===== src/rtl/pmp_pkg.sv =====
package pmp_pkg;

   typedef enum logic [1:0] {
      AM_OFF   = 2'd0,
      AM_TOR   = 2'd1,
      AM_NA4   = 2'd2,
      AM_NAPOT = 2'd3
   } pmp_amode_e;

   typedef struct packed {
      logic       lock;
      logic [1:0] resv;
      pmp_amode_e mode;
      logic       x;
      logic       w;
      logic       r;
   } pmp_cfg_t;

   localparam pmp_cfg_t CFG_OPEN = '{lock: 1'b0, resv: 2'b00, mode: AM_NAPOT,
                                     x: 1'b1, w: 1'b1, r: 1'b1};

   // Drop reserved bits and the write-without-read combination.
   function automatic pmp_cfg_t cfg_legalize(input logic [7:0] raw);
      pmp_cfg_t c;
      c      = pmp_cfg_t'(raw);
      c.resv = 2'b00;
      if (c.w && !c.r) c.w = 1'b0;
      return c;
   endfunction

endpackage


===== src/rtl/pmp_csr_decode.sv =====
module pmp_csr_decode #(
   parameter int MAX_ENTRIES = 16,
   parameter int CFG_BASE    = 'h3A0,
   parameter int ADDR_BASE   = 'h3B0,
   parameter int IW          = 4,
   parameter int CW          = 2
) (
   input  logic [11:0]   addr,
   output logic          cfg_hit,
   output logic [CW-1:0] cfg_idx,
   output logic          addr_hit,
   output logic [IW-1:0] addr_idx
);
   localparam int NCFG = MAX_ENTRIES / 4;

   logic [11:0] cfg_off;
   logic [11:0] addr_off;

   assign cfg_off  = addr - 12'(CFG_BASE);
   assign addr_off = addr - 12'(ADDR_BASE);

   assign cfg_hit  = cfg_off < 12'(NCFG);
   assign addr_hit = addr_off < 12'(MAX_ENTRIES);
   assign cfg_idx  = cfg_off[CW-1:0];
   assign addr_idx = addr_off[IW-1:0];

   logic unused_hi;
   assign unused_hi = ^{cfg_off[11:CW], addr_off[11:IW]};

endmodule


===== src/rtl/pmp_entry.sv =====
module pmp_entry
   import pmp_pkg::*;
#(
   parameter int AW       = 30,
   parameter bit IMPL     = 1'b1,
   parameter bit RST_OPEN = 1'b0
) (
   input  logic          clk,
   input  logic          rst_n,
   input  logic          cfg_we,
   input  logic [7:0]    cfg_wbyte,
   input  logic          addr_we,
   input  logic [AW-1:0] addr_wdata,
   input  logic          next_guard,
   output pmp_cfg_t      cfg_q,
   output logic [AW-1:0] addr_q
);

   if (IMPL) begin : g_impl
      pmp_cfg_t      cfg_r;
      logic [AW-1:0] addr_r;

      always_ff @(posedge clk or negedge rst_n) begin
         if (!rst_n) begin
            cfg_r  <= RST_OPEN ? CFG_OPEN : pmp_cfg_t'(8'h00);
            addr_r <= RST_OPEN ? {AW{1'b1}} : {AW{1'b0}};
         end else begin
            if (cfg_we && !cfg_r.lock)
               cfg_r <= cfg_legalize(cfg_wbyte);
            if (addr_we && !cfg_r.lock && !next_guard)
               addr_r <= addr_wdata;
         end
      end

      assign cfg_q  = cfg_r;
      assign addr_q = addr_r;
   end else begin : g_tied
      assign cfg_q  = pmp_cfg_t'(8'h00);
      assign addr_q = '0;

      logic unused_in;
      assign unused_in = ^{clk, rst_n, cfg_we, cfg_wbyte, addr_we, addr_wdata, next_guard};
   end

endmodule


===== src/rtl/pmp_regfile.sv =====
module pmp_regfile
   import pmp_pkg::*;
#(
   parameter int XLEN        = 32,
   parameter int MAX_ENTRIES = 16,
   parameter int NUM_ENTRIES = 6,
   parameter int PADDR_BITS  = 32,
   parameter int CFG_BASE    = 'h3A0,
   parameter int ADDR_BASE   = 'h3B0
) (
   input  logic            clk,
   input  logic            rst_n,
   input  logic            csr_en,
   input  logic            csr_we,
   input  logic [11:0]     csr_addr,
   input  logic [XLEN-1:0] csr_wdata,
   output logic [XLEN-1:0] csr_rdata,
   output logic            csr_illegal,
   output logic            tlb_flush
);
   localparam int AW   = PADDR_BITS - 2;
   localparam int BPW  = XLEN / 8;
   localparam int NCFG = MAX_ENTRIES / 4;
   localparam int IW   = $clog2(MAX_ENTRIES);
   localparam int CW   = (NCFG > 1) ? $clog2(NCFG) : 1;
   localparam int LW   = $clog2(BPW);

   // Elaboration-time parameter checks
   if (XLEN != 32 && XLEN != 64) begin : g_bad_xlen
      $error("XLEN must be 32 or 64");
   end
   if (MAX_ENTRIES < 4 || MAX_ENTRIES > 64 || (MAX_ENTRIES % 4) != 0) begin : g_bad_max
      $error("MAX_ENTRIES must be a multiple of 4 in 4..64");
   end
   if (NUM_ENTRIES < 0 || NUM_ENTRIES > MAX_ENTRIES) begin : g_bad_num
      $error("NUM_ENTRIES must lie in 0..MAX_ENTRIES");
   end
   if (AW < 1 || AW > XLEN) begin : g_bad_aw
      $error("PADDR_BITS-2 must lie in 1..XLEN");
   end

   logic          cfg_hit;
   logic [CW-1:0] cfg_idx;
   logic          addr_hit;
   logic [IW-1:0] addr_idx;

   pmp_csr_decode #(
      .MAX_ENTRIES(MAX_ENTRIES),
      .CFG_BASE   (CFG_BASE),
      .ADDR_BASE  (ADDR_BASE),
      .IW         (IW),
      .CW         (CW)
   ) u_dec (
      .addr    (csr_addr),
      .cfg_hit (cfg_hit),
      .cfg_idx (cfg_idx),
      .addr_hit(addr_hit),
      .addr_idx(addr_idx)
   );

   // With no entries, writes never reach storage.
   logic wr_go;
   assign wr_go = csr_en && csr_we && (NUM_ENTRIES != 0);

   logic [7:0] lane_byte [BPW];
   for (genvar l = 0; l < BPW; l++) begin : g_lane
      assign lane_byte[l] = csr_wdata[8*l +: 8];
   end

   pmp_cfg_t         cfg_q  [MAX_ENTRIES];
   logic [AW-1:0]    addr_q [MAX_ENTRIES];
   logic [MAX_ENTRIES-1:0] tor_guard;

   for (genvar i = 0; i < MAX_ENTRIES; i++) begin : g_ent
      logic          cfg_sel;
      logic [LW-1:0] lane;
      logic [7:0]    wbyte;
      int            base;

      always_comb begin
         base    = int'(cfg_idx) * 4;
         cfg_sel = cfg_hit && (i >= base) && (i < base + BPW);
         lane    = LW'(i - base);
         wbyte   = lane_byte[lane];
      end

      // Guard from the entry above: locked and top-of-range.
      if (i + 1 < MAX_ENTRIES) begin : g_guard
         assign tor_guard[i] = cfg_q[i+1].lock && (cfg_q[i+1].mode == AM_TOR);
      end else begin : g_top
         assign tor_guard[i] = 1'b0;
      end

      pmp_entry #(
         .AW      (AW),
         .IMPL    (i < NUM_ENTRIES),
         .RST_OPEN(i == 0)
      ) u_ent (
         .clk       (clk),
         .rst_n     (rst_n),
         .cfg_we    (wr_go && cfg_sel),
         .cfg_wbyte (wbyte),
         .addr_we   (wr_go && addr_hit && (addr_idx == IW'(i))),
         .addr_wdata(csr_wdata[AW-1:0]),
         .next_guard(tor_guard[i]),
         .cfg_q     (cfg_q[i]),
         .addr_q    (addr_q[i])
      );
   end

   // Combinational read port
   always_comb begin
      csr_rdata = '0;
      if (NUM_ENTRIES != 0) begin
         if (cfg_hit) begin
            for (int k = 0; k < BPW; k++) begin
               if (int'(cfg_idx) * 4 + k < MAX_ENTRIES)
                  csr_rdata[8*k +: 8] = cfg_q[IW'(int'(cfg_idx) * 4 + k)];
            end
         end else if (addr_hit) begin
            csr_rdata = XLEN'(addr_q[addr_idx]);
         end
      end
   end

   if (NUM_ENTRIES == 0) begin : g_none
      assign csr_illegal = csr_en && (cfg_hit || addr_hit);
   end else begin : g_some
      assign csr_illegal = 1'b0;
   end

   always_ff @(posedge clk or negedge rst_n) begin
      if (!rst_n) tlb_flush <= 1'b0;
      else        tlb_flush <= wr_go && addr_hit;
   end

endmodule


===== config.mk =====
export PLATFORM = sky130hd
export DESIGN_NAME = pmp_regfile
export DESIGN_NICKNAME = d
export VERILOG_FILES = /design/src/rtl/pmp_pkg.sv /design/src/rtl/pmp_csr_decode.sv /design/src/rtl/pmp_entry.sv /design/src/rtl/pmp_regfile.sv
export SDC_FILE = /design/constraint.sdc
export NUM_CORES = 1
export LEC_CHECK = 0
export CAP_MARGIN = 40
export CORE_MARGIN = 8
export CORE_UTILIZATION = 55
export CTS_CLUSTER_DIAMETER = 30
export DETAILED_ROUTE_END_ITERATION = 8
export PLACE_DENSITY = 0.76
export SYNTH_ARGS = -nofsm -noshare
export SYNTH_HDL_FRONTEND = slang
export SYNTH_SLANG_ARGS = --single-unit

===== constraint.sdc =====
create_clock -name clk -period 2.7 [get_ports clk]
set_clock_uncertainty 0.05 [all_clocks]
set_input_delay 0.405 -clock clk [delete_from_list [all_inputs] [get_ports clk]]
set_output_delay 0.405 -clock clk [all_outputs]
set_load 0.05 [all_outputs]

* After elaboration in Yosys (flattened, before gate mapping) *
Index checks and enable logic that the tools add are counted.

storage, ports and cells
  register bits = 217
  input port bits = 48
  logic and storage cells = 216

operators by class
  add/sub/neg operators = 12
  magnitude comparators = 29
  equal/unequal tests = 10
  multiplexer cells = 45
  bitwise gates (word level) = 11
  reduce and logical (&&, ||, !) cells = 72

operators with widths
  operator                count
  $mux 8                  24
  $bmux 8 s4              4
  $bmux 30 s4             1
  $bmux 8 s2              6
  $lt 32x6->1 const B     3
  $mux 30                 3
  $lt 3x32->1 const A     2
  $lt 4x32->1 const A     2
  $logic_and 1x1->1       54
  $lt 1x32->1 const A     1
  $lt 2x32->1 const A     1
  $mux 32                 1
  $sub 12x10->12 const B  2
  $ge 4x5->1 const B      4
  $ge 3x3->1 const B      6
  $not 2->3               6
  $logic_not 1->1         17
  $not 4->4               4
  $lt 12x3->1 const B     1
  $lt 12x5->1 const B     1
  $add 4x2->5 const B     2
  $eq 2x1->1 const B      5
  $sub 1x1->2 const AB    5
  $eq 4x2->1 const B      2
  other kinds (13)        22

* Depth between registers and ports, before layout *
Gate-level depths: netlist of run 1.

  word-level depth = 8
  depth in mapped cells = 8

* Hierarchy *
A second synthesis of run 1 with hierarchy kept.

second synthesis, totals
  cells, all modules = 1585
  area total of the unflattened synthesis = 16941.2 sq um

by module, submodules not included
  module                           times used  cells each  area an instance (sq um)  sequential area each (sq um)
  pmp_entry (g_ent[1].u_ent ...)   5           83          1390.1                    900.9
  pmp_regfile                      1           679         5507.8                    25.0
  pmp_entry (g_ent[10].u_ent ...)  10          39          289.0                     0.0
  pmp_entry (g_ent[0].u_ent)       1           83          1433.9                    944.7
  pmp_csr_decode                   1           18          158.9                     0.0

* Worst setup path after synthesis of run 1 *
Ideal clock, no wire load.

  path type = input port to output port
  start = input port csr_addr[6]
  end = output port csr_rdata[0]
  data arrival time = 2697 ps
  required time = 2245 ps
  slack = -452 ps
  cell stages on the path = 8
  buffers on the path = 1
  path through = inv_1 -> ha_1 -> a21oi_2 -> xor2_1 -> o41a_4 -> or2_2 -> clkbuf_1 -> o22ai_1

between the ends
  word-level cells in the longest chain between the ends = 4
  elaborated cells between the ends (all ways) = 6
  those cells by class = 2 x add/sub; 2 x order compare; 2 x mux

RTL lines
  element             RTL line              source
  start: declaration  pmp_regfile.sv:15     input logic [11:0] csr_addr,
  $sub 12x10->12      pmp_csr_decode.sv:20  assign addr_off = addr - 12'(ADDR_BASE);
  $lt 12x5->1         pmp_csr_decode.sv:23  assign addr_hit = addr_off < 12'(MAX_ENTRIES);
  $mux 30             pmp_regfile.sv:120    end else if (addr_hit) begin
  $mux 32 *           pmp_regfile.sv:115    if (cfg_hit) begin
  end: declaration    pmp_regfile.sv:17     output logic [XLEN-1:0] csr_rdata,

Mark *: on every way between the ends. The rest lies on a longest branch, timed or not.

* Worst setup path in the final report of run 1 *
  start = input port csr_addr[6]
  end = output port csr_rdata[7]

The elaborated chain is that of the path after synthesis.

==> impl_metrics.ini, run 1 <==
[status]
status = finished clean

[worst_setup_path]
crit_type = input pin to output pin
cp_top_family = simple AND/OR/NAND/NOR gates
timing.rr.end = g_ent[2].u_ent.addr_q[22]
crit_chain = buf_8 > inv_6 > buf_4 > ha_1 > or2_2 > o22ai_4 > nand2_4 > or2_4 > buf_12 > o22ai_4 > buf_12
crit_required_ns = 2.25
critPathCaptureType = output pin
startpoint_type = input pin
crit_fanout = 6
r2r-start = g_ent[2].u_ent.cfg_q[7]
critPathSlowestCell = or2_2
path_buf_inv = 5
max_stage_delay_ns = 0.33
ff2ff_setup_slack_ns = 0.73
cp.arrival_ns = 2.20
reg2reg_depth = 5

[synth]
mappedNetlistArea_um2 = 10400
synth_ff_type = dfrtp_1
async_flop_share_pct = 100
synth_edf_count = 0
ys.warnings.count = 0
synth_cell_types = 43
syn_inst = 713
ys_seq_elements = 217
synth-seq-area-share_pct = 52.6
avgSynthCellArea_um2 = 14.6

[sta]
worstMarginPinSlew_ns = 0.594
hold_viol_final = 0
timing.fmax_ghz = 0.376
fin_crit_ns = 2.66
rsz0062_at_grt = no
period_share_pct = 98.5
setup_violations = 0
slew_violations = 0
finalWorstSetupSlack_ns = 0.0412
slew_headroom_pct = 60.4

[clock_tree]
cts.sinks = 217
cts-htree-levels = 2
clkLatencyLatePin_ns = 0.52
cts_tree = yes
clk_pin_slew_ns = 0.04
cts_inserted_buffers = 45
clk_path_buf_depth = 3
root_buffer = clkbuf_16

[drt]
wl_per_cell_um = 23.8
drt_wl_total_mm = 27.2
vias = 6871
vias_per_cell = 6.01
ant_nets = 0
drtPass1Iterations = 5
drc = 0
drt_iter0_markers = 398

[grt]
grt_max_degree = 67
grt_pass1_wl_mm = 43.6
grt_pass1_vias = 7844
grt-ovfl-total = 0
antenna_found_initial = 0
gr-usage-all-layers_pct = 23.4

[floorplan]
ios = 82
initial_utilization_pct = 55.8
fp.dieH_um = 154
dieWidth_um = 154
core_um2 = 18600
fp-row-count = 50
die_area_um2 = 23600

[layout]
nets = 923
drive_gt1_share_pct = 55.6
design_area_um2 = 14400
mostFrequentLayoutCells = 182 x dfrtp_1, 170 x mux2_2, 57 x buf_4, 46 x clkbuf_16, 46 x buf_12
antenna_cells = 0
final_common_cell = dfrtp_1
final_cells = 1143
area_delta_synth_final_pct = 38.3
nFillCells = 1050

[power]
power_density_nw_per_um2 = 677
leakage_nw = 6.78
vdd_drop_max_mv = 0.710

[place]
pre_cts_ws_ns = -0.511
gp_congestion = 0.821
port_buffers = 78
dpl.hpwl_mm = 16.8
place_area_um2 = 12400
placed_cells = 1052

[run]
maxCapViolCount = 0

[min_path]
hold_path.class = input pin to async pin
==> Yosys cell counts (2+ instances only) <==
master	n	area share (%)
dfrtp_1	182	44
mux2_2	170	18
mux2i_1	44	4.2
dfstp_2	35	8.8
nor2_1	34	1.2
mux4_2	30	6.5
mux2_1	28	3.0
o22ai_1	24	1.4
a21oi_1	20	0.96
buf_6	18	1.9
inv_1	16	0.58
clkbuf_1	13	0.47
a22o_1	11	0.93
mux2_4	10	1.4
nand2_1	9	0.32
buf_2	8	0.39
a21o_1	6	0.43
nor3_2	6	0.58
nand3_1	5	0.24
nor4_4	4	0.82
o21ai_0	4	0.19
and2_1	3	0.18
buf_4	3	0.22
or2_2	3	0.18
buf_1	2	0.072
ha_1	2	0.24
nand2b_1	2	0.12
nand3b_1	2	0.14
nand4bb_4	2	0.53
nor2b_1	2	0.12
nor3b_1	2	0.14
xor2_1	2	0.17
==> worst max-delay path by stage <==
| stage | start | end | depth (start not counted) |
|---|---|---|---|
| floorplan | csr_addr[6] | csr_rdata[10] | 8 |
| global placement | csr_addr[6] | csr_rdata[8] | 11 |
| detailed placement | csr_addr[6] | csr_rdata[8] | 11 |
| CTS | csr_addr[6] | csr_rdata[25] | 10 |
| global route | csr_addr[5] | csr_rdata[7] | 11 |
| finish | csr_addr[6] | csr_rdata[7] | 11 |
==> worst reg2reg max path, stage by stage (launching register included) <==
cell	delay (ns)
dfrtp_1	0.45
nor3b_1	0.21
o21ai_0	0.21
nor4_4	0.25
buf_4	0.32
mux2_2	0.37
==> flip-flops by register name, summed over array words and instances, names as in the netlist <==
signal,cells
g_ent.u_ent.cfg_q,36
g_ent.u_ent.addr_q,180
tlb_flush,1
==> final cells by class <==
cell class	count	area, um2	share of cell area [%]
clock buffers	53	1240	8.60
clock inverters	30	443	3.08
inverters	16	65.1	0.452
multi-input cells	437	4950	34.4
flip-flops and latches	217	5470	38.1
well taps	234	293	2.04
repair buffers	156	1920	13.3
==> layer usage <==
metal	global-route usage, %	share of wire [%]	vias up
met4	7.75	2.6	0
met5	0	0	-
met1	29.0	41	3629
met2	40.6	51	201
met3	4.60	4.8	59
li1	-	-	2982
==> power by group <==
part	total (W)	internal, W	switching, W
sequential	0.00328	0.00327	0.00000484
clock	0.00605	0.00423	0.00182
combinational	0.000414	0.000167	0.000247
==> per-stage QoR <==
stage | total power, W | util (%) | TNS (ns) | hold WS, ns
2_1_floorplan | 0.00346 | - | -0.269 | 0.0594
3_3_place_gp | 0.00371 | 66.6 | -63.98 | 0.381
3_5_place_dp | 0.00372 | 66.6 | -79.15 | 0.396
4_1_cts | 0.00979 | 77.0 | -0.354 | 0.424
5_1_grt | 0.00997 | 77.1 | 0 | 0.452
6_report | 0.00974 | 77.1 | 0 | 0.402
==> cells by family (layout without fill, tap and decap cells) <==
kind of cell / count (synthesis) / in the layout / share of synthesized area, %
DFF: 217 / 217 / 52.6
xor gates and xnor gates: 2 / 2 / 0.168
buffers and inverters: 60 / 255 / 3.67
AOI/OAI and AO/OA: 69 / 69 / 4.45
other: 1 / 2 / 0.0361
adders and majority gates: 2 / 2 / 0.241
muxes: 282 / 282 / 33.6
and+or+nand+nor: 80 / 80 / 5.17
==> repair_timing <==
| action | CTS | global route |
|---|---|---|
| setup endpoints to repair | 31 | 24 |
| cloned | 3 | 1 |
| pin swaps | 23 | 7 |
| resized for setup | 53 | 15 |
| setup buffers | 3 | 0 |
| hold endpoints to repair | 53 | 0 |
| hold buffers | 1 | 0 |
No activity file was read; power rests on OpenSTA's default activity.
==> run 2: changes to the inputs <==
--- a/config.mk
+++ b/config.mk
@@ -5,12 +5,15 @@
 export SDC_FILE = /design/constraint.sdc
 export NUM_CORES = 1
 export LEC_CHECK = 0
+export ABC_AREA = 1
 export CAP_MARGIN = 40
 export CORE_MARGIN = 8
 export CORE_UTILIZATION = 55
 export CTS_CLUSTER_DIAMETER = 30
 export DETAILED_ROUTE_END_ITERATION = 8
 export PLACE_DENSITY = 0.76
+export RECOVER_POWER = 25
+export SETUP_SLACK_MARGIN = 0.1
 export SYNTH_ARGS = -nofsm -noshare
 export SYNTH_HDL_FRONTEND = slang
 export SYNTH_SLANG_ARGS = --single-unit
==> impl_metrics.ini, run 2 <==
[layout]
design_area_um2 = 14400
mostFrequentLayoutCells = 601 x nand2_1, 218 x nand3_1, 182 x dfrtp_1, 79 x buf_4, 71 x a22oi_1
drive_gt1_share_pct = 19.5
area_delta_synth_final_pct = 33.9
largest_reg_flops = 180
nets = 1571
final_common_cell = nand2_1

[sta]
slew_headroom_pct = -6.16
timing.fmax_ghz = 0.392
rsz0062_at_grt = yes
hold_viol_final = 0
hold_ws_ns = 0.394
period_share_pct = 94.5
fin_crit_ns = 2.55
setup_violations = 0
worstMarginPinSlew_ns = 1.59
slew_violations = 61

[synth]
synth_compound_area_share_pct = 8.41
mappedNetlistArea_um2 = 10800
netlist.area_leader.share_pct = 42.3
async_flop_share_pct = 100
synthAdderAreaFrac_pct = 0.232
yosys.cell_count.top_type = nand2_1
avgSynthCellArea_um2 = 7.79
synth-seq-area-share_pct = 50.8
synth-xor-area-share_pct = 0
synth_largest_area_cell = dfrtp_1
synth_edf_count = 0
synth_ff_type = dfrtp_1
synth-simple-area-share_pct = 34.3
ys.warnings.count = 0
synth_top_family_by_area = simple AND/OR/NAND/NOR gates
synth.area.mux_share_pct = 0
synthTopCellsByArea = dfrtp_1 42%, nand2_1 21%, nand3_1 10%
synth_cell_types = 28
synth_commonest_cells = 616 x nand2_1, 221 x nand3_1, 182 x dfrtp_1
ys_seq_elements = 217
syn_inst = 1384

[drt]
ant_nets = 0
drc = 0
vias_per_cell = 5.91
top_layer_used = met5
dr_wl_met2_mm = 16.5
vias = 10700
wl_per_cell_um = 19.8
routedLengthMet1_mm = 14.0
drt_wl_total_mm = 36.0
drtPass1Iterations = 6
drt_iter0_markers = 1483
wl_met3_mm = 4.26

[place]
dpl.hpwl_mm = 21.1
port_buffers = 78
place_area_um2 = 12700
gp_congestion = 0.903

[worst_setup_path]
timing.rr.end = g_ent[4].u_ent.addr_q[7]
crit_type = input pin to output pin
reg2reg_depth = 7
crit_fanout = 7
crit_required_ns = 2.25
cp.arrival_ns = 2.10
startpoint_type = input pin
ff2ff_setup_slack_ns = 1.07
critPathCaptureType = output pin
r2r-start = g_ent[5].u_ent.cfg_q[7]

[status]
status = finished with violations
violations = max-capacitance violations, max-slew violations

[grt]
grt_max_degree = 74
grt-ovfl-total = 0
antenna_found_initial = 1
grt_pass1_wl_mm = 57.0
gr-usage-all-layers_pct = 29.7
grt_pass1_vias = 10600

[clock_tree]
root_buffer = clkbuf_16
clk_pin_slew_ns = 0.05
clkLatencyLatePin_ns = 0.52
cts_tree = yes
clk_path_buf_depth = 3
cts-htree-levels = 2
cts.sinks = 217
cts_inserted_buffers = 43

[power]
leakage_nw = 7.44
vdd_drop_max_mv = 0.380
power_density_nw_per_um2 = 613

[run]
maxCapViolCount = 1

[floorplan]
initial_utilization_pct = 55.7
dieWidth_um = 156
fp.dieH_um = 156
fp-row-count = 51
core_um2 = 19300
ios = 82
die_area_um2 = 24300

[min_path]
hold_path.class = input pin to flip-flop
hold_path_depth = 3
hold_start = csr_wdata[31]
whs_endpoint = g_ent[3].u_ent.cfg_q[7]
run 2: cell types whose count changed in the layout (fill, tap and decap cells not counted), sizes merged, moves of 27 or more:
cell / previous run / this run
a22oi: 0 / 72
mux2i: 44 / 0
nand2: 9 / 619
mux2: 208 / 0
nand3: 5 / 223
inv: 18 / 56
mux4: 30 / 0
o21ai: 4 / 31
run 2: logic make-up after synthesis:
kind of cell,after synthesis
AND/OR/NAND/NOR,885
buffers and inverters,151
adder cells (fa/ha/maj),2
AO/OA/AOI/OAI,128
flip-flops,217
other,1
run 2: where the power goes:
group | internal (W) | switching, W
Sequential | 0.00326 | 0.0000000743
Clock | 0.00346 | 0.00167
Combinational | 0.000159 | 0.000294
run 2: timing repair:
action / 4_1_cts / 5_1_grt
hold buffers: 1 / 0
hold endpoints to repair: 47 / 0
buffers inserted: 6 / 8
pin swaps: 9 / 9
gates cloned: 2 / 1
resized for setup: 58 / 34
endpoints found under the setup margin: 31 / 30
run 2: worst max-delay path by stage:
stage / startpoint / endpoint / slack [ns]
6_report: csr_addr[5] / csr_rdata[15] / 0.15
5_1_grt: csr_addr[1] / csr_rdata[22] / 0.1
4_1_cts: csr_addr[6] / csr_rdata[3] / 0.1
3_5_place_dp: csr_addr[5] / csr_rdata[13] / -0.32
3_3_place_gp: csr_addr[5] / csr_rdata[13] / -0.30
2_1_floorplan: csr_addr[0] / csr_rdata[14] / -0.25
run 2: layer usage:
| layer | vias up | global-route usage, % |
|---|---|---|
| met2 | 682 | 45.4 |
| met5 | - | 0 |
| met4 | 2 | 13.1 |
| met3 | 106 | 7.40 |
| met1 | 5145 | 39.3 |
| li1 | 4806 | - |
run 2: critical path: stages:
cell     delay (ns)
buf_2          0.15
inv_1          0.09
ha_4           0.27
nand3_2        0.09
nor2_4         0.12
nand3_4        0.12
nor2_4         0.16
buf_6          0.15
nand2_1        0.08
o21ai_0        0.13
inv_1          0.08
nand2_2        0.10
buf_12         0.14
run 2: area by class of cell:
class | count | area, um2
flip-flops and latches | 217 | 5470
fillers | 1315 | 4900
multi-input cells | 1017 | 4820
repair buffers | 188 | 2190
clock buffers | 65 | 1250
well taps | 265 | 332
inverters | 54 | 211
clock inverters | 11 | 156
diodes | 1 | 2.50
run 2: metrics by stage:
step | utilization, % | TNS [ns] | cells | setup WS, ns | total power (W)
floorplan | - | -2.52 | 1385 | -0.253 | 0.00343
global route | 74.6 | 0 | 1817 | 0.0990 | 0.00906
global placement | 65.5 | -5.58 | 1723 | -0.300 | 0.00372
CTS | 73.9 | 0 | 1808 | 0.0963 | 0.00883
detailed placement | 65.5 | -11.18 | 1723 | -0.320 | 0.00372
finish | 74.6 | 0 | 1818 | 0.148 | 0.00884
